**src/rtl/bip_pkg.sv**
```systemverilog
package bip_pkg;
    localparam int unsigned OCTET_W = 8;

    typedef logic [OCTET_W-1:0] octet_t;

    typedef struct packed {
        octet_t b1;
        logic   len_err;
    } hold_st_t;
endpackage

```
**src/rtl/bip_accum.sv**
```systemverilog
module bip_accum
    import bip_pkg::*;
#(
    parameter int unsigned ROWS = 12,
    parameter int unsigned COLS = 54
) (
    input  logic   clk,
    input  logic   rst_n,
    input  logic   in_valid,
    input  octet_t in_data,
    input  logic   in_sof,
    input  logic   in_eof,
    output logic   frame_done,
    output octet_t frame_par,
    output logic   frame_len_ok
);
    localparam int unsigned FRAME_LEN = ROWS * COLS;
    localparam int unsigned CNT_W     = $clog2(FRAME_LEN + 2);
    localparam logic [CNT_W-1:0] CNT_MAX  = '1;
    localparam logic [CNT_W-1:0] CNT_GOAL = CNT_W'(FRAME_LEN);

    typedef struct packed {
        octet_t           acc;
        logic [CNT_W-1:0] cnt;
    } acc_st_t;

    acc_st_t          st_d, st_q;
    octet_t           base_acc;
    logic [CNT_W-1:0] base_cnt;
    logic [CNT_W-1:0] next_cnt;

    always_comb begin
        st_d     = st_q;
        base_acc = in_sof ? '0 : st_q.acc;
        base_cnt = in_sof ? '0 : st_q.cnt;
        next_cnt = (base_cnt == CNT_MAX) ? base_cnt : base_cnt + 1'b1;
        if (in_valid) begin
            if (in_eof) begin
                st_d = '0;
            end else begin
                st_d.acc = base_acc ^ in_data;
                st_d.cnt = next_cnt;
            end
        end
        frame_done   = in_valid & in_eof;
        frame_par    = base_acc ^ in_data;
        frame_len_ok = (next_cnt == CNT_GOAL);
    end

    always_ff @(posedge clk or negedge rst_n) begin
        if (!rst_n) begin
            st_q <= '0;
        end else begin
            st_q <= st_d;
        end
    end

    // after the end-marked octet the accumulator is empty again
    p_eof_clears_r3: assert property (@(posedge clk) disable iff (!rst_n)
        (in_valid && in_eof) |=> (st_q.acc == '0 && st_q.cnt == '0));

    // a start-marked octet becomes the sole member of a new frame
    p_sof_restart_r4: assert property (@(posedge clk) disable iff (!rst_n)
        (in_valid && in_sof && !in_eof) |=> (st_q.cnt == 1 && st_q.acc == $past(in_data)));

    // idle cycles leave the accumulation untouched
    p_idle_keeps_r8: assert property (@(posedge clk) disable iff (!rst_n)
        !in_valid |=> $stable(st_q));
endmodule

```
**src/rtl/bip_hold.sv**
```systemverilog
module bip_hold
    import bip_pkg::*;
(
    input  logic   clk,
    input  logic   rst_n,
    input  logic   frame_done,
    input  octet_t frame_par,
    input  logic   frame_len_ok,
    input  logic   err_inject,
    output octet_t b1,
    output logic   len_err
);
    hold_st_t st_d, st_q;

    always_comb begin
        st_d = st_q;
        if (frame_done) begin
            st_d.b1      = err_inject ? ~frame_par : frame_par;
            st_d.len_err = ~frame_len_ok;
        end
        b1      = st_q.b1;
        len_err = st_q.len_err;
    end

    always_ff @(posedge clk or negedge rst_n) begin
        if (!rst_n) begin
            st_q <= '0;
        end else begin
            st_q <= st_d;
        end
    end

    // the byte holds for the whole frame between end markers
    p_b1_hold_r3: assert property (@(posedge clk) disable iff (!rst_n)
        !frame_done |=> $stable(st_q));

    // injection inverts the latched parity
    p_inject_r6: assert property (@(posedge clk) disable iff (!rst_n)
        (frame_done && err_inject) |=> (b1 == ~$past(frame_par)));

    // a wrong octet count raises the length flag
    p_len_err_r5: assert property (@(posedge clk) disable iff (!rst_n)
        (frame_done && !frame_len_ok) |=> len_err);
endmodule

```
**src/rtl/frame_bip8_gen.sv**
```systemverilog
module frame_bip8_gen
    import bip_pkg::*;
#(
    parameter int unsigned ROWS = 12,
    parameter int unsigned COLS = 54
) (
    input  logic       clk,
    input  logic       rst_n,
    input  logic       in_valid,
    input  logic [7:0] in_data,
    input  logic       in_sof,
    input  logic       in_eof,
    input  logic       err_inject,
    output logic [7:0] b1_out,
    output logic       len_err
);
    logic   frame_done;
    octet_t frame_par;
    logic   frame_len_ok;

    bip_accum #(
        .ROWS (ROWS),
        .COLS (COLS)
    ) u_accum (
        .clk          (clk),
        .rst_n        (rst_n),
        .in_valid     (in_valid),
        .in_data      (in_data),
        .in_sof       (in_sof),
        .in_eof       (in_eof),
        .frame_done   (frame_done),
        .frame_par    (frame_par),
        .frame_len_ok (frame_len_ok)
    );

    bip_hold u_hold (
        .clk          (clk),
        .rst_n        (rst_n),
        .frame_done   (frame_done),
        .frame_par    (frame_par),
        .frame_len_ok (frame_len_ok),
        .err_inject   (err_inject),
        .b1           (b1_out),
        .len_err      (len_err)
    );

    // nothing but the reset value before the first frame completes
    p_reset_zero_r7: assert property (@(posedge clk)
        !rst_n |=> (b1_out == 8'h00 && !len_err));
endmodule

```
**config.mk**
```make
export PLATFORM = sky130hd
export DESIGN_NAME = frame_bip8_gen
export DESIGN_NICKNAME = d
export VERILOG_FILES = /design/src/rtl/bip_pkg.sv /design/src/rtl/bip_accum.sv /design/src/rtl/bip_hold.sv /design/src/rtl/frame_bip8_gen.sv
export SDC_FILE = /design/constraint.sdc
export NUM_CORES = 1
export LEC_CHECK = 0
export ABC_AREA = 1
export BUFFER_PORTS_ARGS = -buffer_cell sky130_fd_sc_hd__buf_2
export CORE_AREA = 10 10 68 126
export DETAILED_ROUTE_END_ITERATION = 12
export DIE_AREA = 0 0 78 136
export GPL_TIMING_DRIVEN = 1
export HOLD_SLACK_MARGIN = 0.15
export PLACE_DENSITY_LB_ADDON = 0.05
export SKIP_CTS_REPAIR_TIMING = 1
export SLEW_MARGIN = 20
export SYNTH_ARGS = -nofsm -noshare
export SYNTH_HDL_FRONTEND = slang
export SYNTH_SLANG_ARGS = --single-unit
```
**constraint.sdc**
```tcl
create_clock -name clk -period 2.2 [get_ports clk]
set_input_delay 0.55 -clock clk [delete_from_list [all_inputs] [get_ports clk]]
set_output_delay 0.55 -clock clk [all_outputs]
set_load 0.01 [all_outputs]
```
==> flow_metrics.py <==
metrics = {
    "run": {
        "drv_cap": 0,
    },
    "pwr": {
        "power_switching_w": 0.0003133,
        "p_sw_share_pct": 26.46,
        "ir_worst_vdd_v": 0.0003894,
        "clockPowerShare_pct": 35.4,
        "power_frac_comb_pct": 16.9,
        "power_density_mw_per_mm2": 603.2,
        "intPower_w": 0.0008708,
        "pwr-share-seq_pct": 47.7,
        "p_leak_nw": 0.9847,
    },
    "synthesis": {
        "syn_area_per_cell_um2": 7.805,
        "syn_area_mm2": 0.001577,
        "synth_seq_cells": 27,
        "synth_compound_area_share_pct": 8.651,
        "synth_top_family_by_area": "simple AND/OR/NAND/NOR gates",
        "synth_async_sr_flop_share_pct": 100.0,
        "synth_simple_gate_area_share_pct": 32.70,
        "synth_xor_area_share_pct": 9.444,
        "synth_edf_count": 0,
        "synthAdderAreaFrac_pct": 0.7937,
        "yosysWarnings": 0,
        "synthDistinctLibCells": 27,
        "synthCells": 202,
        "seq_area_frac_synth_pct": 42.86,
        "syn_nets": 217,
        "synthMuxAreaShare_pct": 0,
        "synth_ff_type": "dfrtp_1",
    },
    "clock_network": {
        "htreeDepth": 1,
        "insertion_delay_ns": 0.26,
        "cts.sinks": 27,
        "cts_buffers": 3,
        "cts.clk_slew.worst_paths_ns": 0.06,
        "cts-root-buf": "clkbuf_16",
        "cts_tree": "yes",
        "clockBufferDepth": 2,
    },
    "routing": {
        "first_iter_violations": 36,
        "first_pass_iters": 4,
        "avgViaCountPerCell": 4.245,
        "drc": 0,
        "vias": 1384,
        "detail-route-antenna-nets": 0,
        "detail_route.wl_per_cell_um": 13.98,
        "routed_wirelength_um": 4556,
    },
    "layout": {
        "regArea_um2": 675.6,
        "finalNetCount": 254,
        "antenna_cells": 0,
        "area.growth.synth_to_final_pct": 24.52,
        "fin_util_pct": 29.89,
        "multiInputGateArea_um2": 813.3,
        "drive_gt1_share_pct": 21.43,
        "fillers": 747,
        "design_area_mm2": 0.001963,
    },
    "timing": {
        "finalWorstSetupSlack_ns": 0.3226,
        "tightest_slew_ns": 0.6517,
        "relSlewSlack_pct": 56.55,
        "finalHoldViolCount": 0,
        "rsz0062_at_grt": "false",
        "min_period_ns": 1.877,
        "fmax_mhz": 532.6,
        "setup_viol": 0,
        "tns_ns": 0,
        "hold_ws_ns": 0.3093,
        "skew_ns": 0.002530,
        "fin_crit_sh_pct": 85.34,
        "slew_viol_final": 0,
    },
    "global_routing": {
        "grt_pass1_wl_um": 7562,
        "grt_max_degree": 28,
        "grt_overflow": 0,
        "grtUsageTotal_pct": 9.152,
        "grt_pass1_vias": 1434,
        "antenna_found_initial": 0,
    },
    "worst_setup_path": {
        "cp.required_ns": 2.40,
        "r2r_slack_ns": 0.41,
        "rr_worst_depth": 13,
        "worstSetupStartpoint": "in_sof",
        "crit_path_end": "u_hold.len_err",
        "r2r_end": "u_hold.len_err",
        "rr_startpoint": "u_accum.st_q[0]",
        "crit_path_max_fanout": 7,
        "cp.arrival_ns": 2.07,
        "startpoint_type": "input port",
        "crit_type": "in2reg",
        "endpoint_kind": "flip-flop",
    },
    "floorplan": {
        "die_height_um": 136,
        "io_pins": 23,
        "row_count": 42,
        "initial_utilization_pct": 24.00,
        "dieArea_mm2": 0.01061,
        "die_w_um": 78,
        "core_area_mm2": 0.006569,
    },
    "place": {
        "port_buffers": 22,
        "placed_area_mm2": 0.001884,
        "place.gp.congestion": 0.7671,
        "hpwl_um": 3678,
        "place_ws_ns": 0.02199,
    },
    "outcome": {
        "status": "complete, no violations",
    },
    "min_path": {
        "min_path_type": "in2async",
    },
}
[Yosys cell counts, drive strengths merged (4+ instances only)]
cell type	count	share of area [%]
nand4	5	2.0
nand3	12	5.2
inv	17	4.2
o21ai	16	5.1
dfrtp	27	43
nor2	16	6.0
nand2	75	19
a21oi	4	1.3
xor2	17	9.4
[power by group through the flow]
stage | clock network [W] | logic, W | registers (W)
after floorplan | 0 | 0.0000951 | 0.000585
after global placement | 0 | 0.000209 | 0.000574
after detailed placement | 0 | 0.000208 | 0.000573
after CTS | 0.000440 | 0.000209 | 0.000566
after global routing | 0.000454 | 0.000230 | 0.000571
final | 0.000419 | 0.000201 | 0.000565
[area by class of cell]
class,count,share of cell area [%]
Clock buffer,4,4.015
Inverter,18,3.569
Multi-Input combinational cell,153,41.43
Sequential cell,27,34.42
Tap cell,88,5.609
Timing Repair Buffer,36,10.96
[registers in the layout, summed over array words and instances (netlist names)]
register        count
u_accum.st_q       18
u_hold.b1           8
u_hold.len_err      1
[per-layer routing]
metal	vias up	GRT usage (%)	wire [um]
met5	-	0	0
met4	0	4.910	86
met3	6	1.720	121
met2	24	17.10	2620
met1	643	9.215	1726
li1	711	-	-
[placed cells by master (no fill, tap or decap), drive strengths merged]
cell    instances
a21o            2
a21oi           4
a22o            1
buf            36
clkbuf          4
clkinv          1
dfrtp          27
ha              1
inv            17
nand2          75
nand3          12
nand3b          1
nand4           5
nor2           16
o21ai          16
o22ai           2
or2             1
xor2           17
[per-stage QoR]
step	cells	power [W]
finish	326	0.001184
global placement	322	0.0007827
floorplan	202	0.0006802
CTS	326	0.001214
global route	326	0.001255
detailed placement	322	0.0007812
[logic make-up after synthesis]
group                    count (synthesis)
AND/OR/NAND/NOR                        110
flip-flops                              27
AO/OA/AOI/OAI                           25
buffers and inverters                   22
XOR/XNOR                                17
adder cells (fa/ha/maj)                  1
[worst min-delay path by stage]
stage | end | cells past startpoint | startpoint
final | u_hold.b1[2] | 1 | rst_n
after global routing | u_hold.b1[0] | 1 | rst_n
after CTS | u_hold.b1[2] | 1 | rst_n
after detailed placement | u_hold.b1[1] | 2 | u_hold.b1[1]
after global placement | u_hold.b1[7] | 2 | u_hold.b1[7]
after floorplan | u_accum.st_q[0] | 0 | rst_n
[worst max-delay path, stage by stage]
cell and delay (ns):
buf_2 0.13, inv_4 0.07, nand2_1 0.07, inv_1 0.08, ha_1 0.16, nand2_1 0.15
nor2_8 0.20, nand3_1 0.10, or2_0 0.21, nand3_1 0.12, nor2_1 0.06, nand2_1 0.06
nor2_1 0.04, nor2_1 0.08
Power figures use the tool's default switching activity.
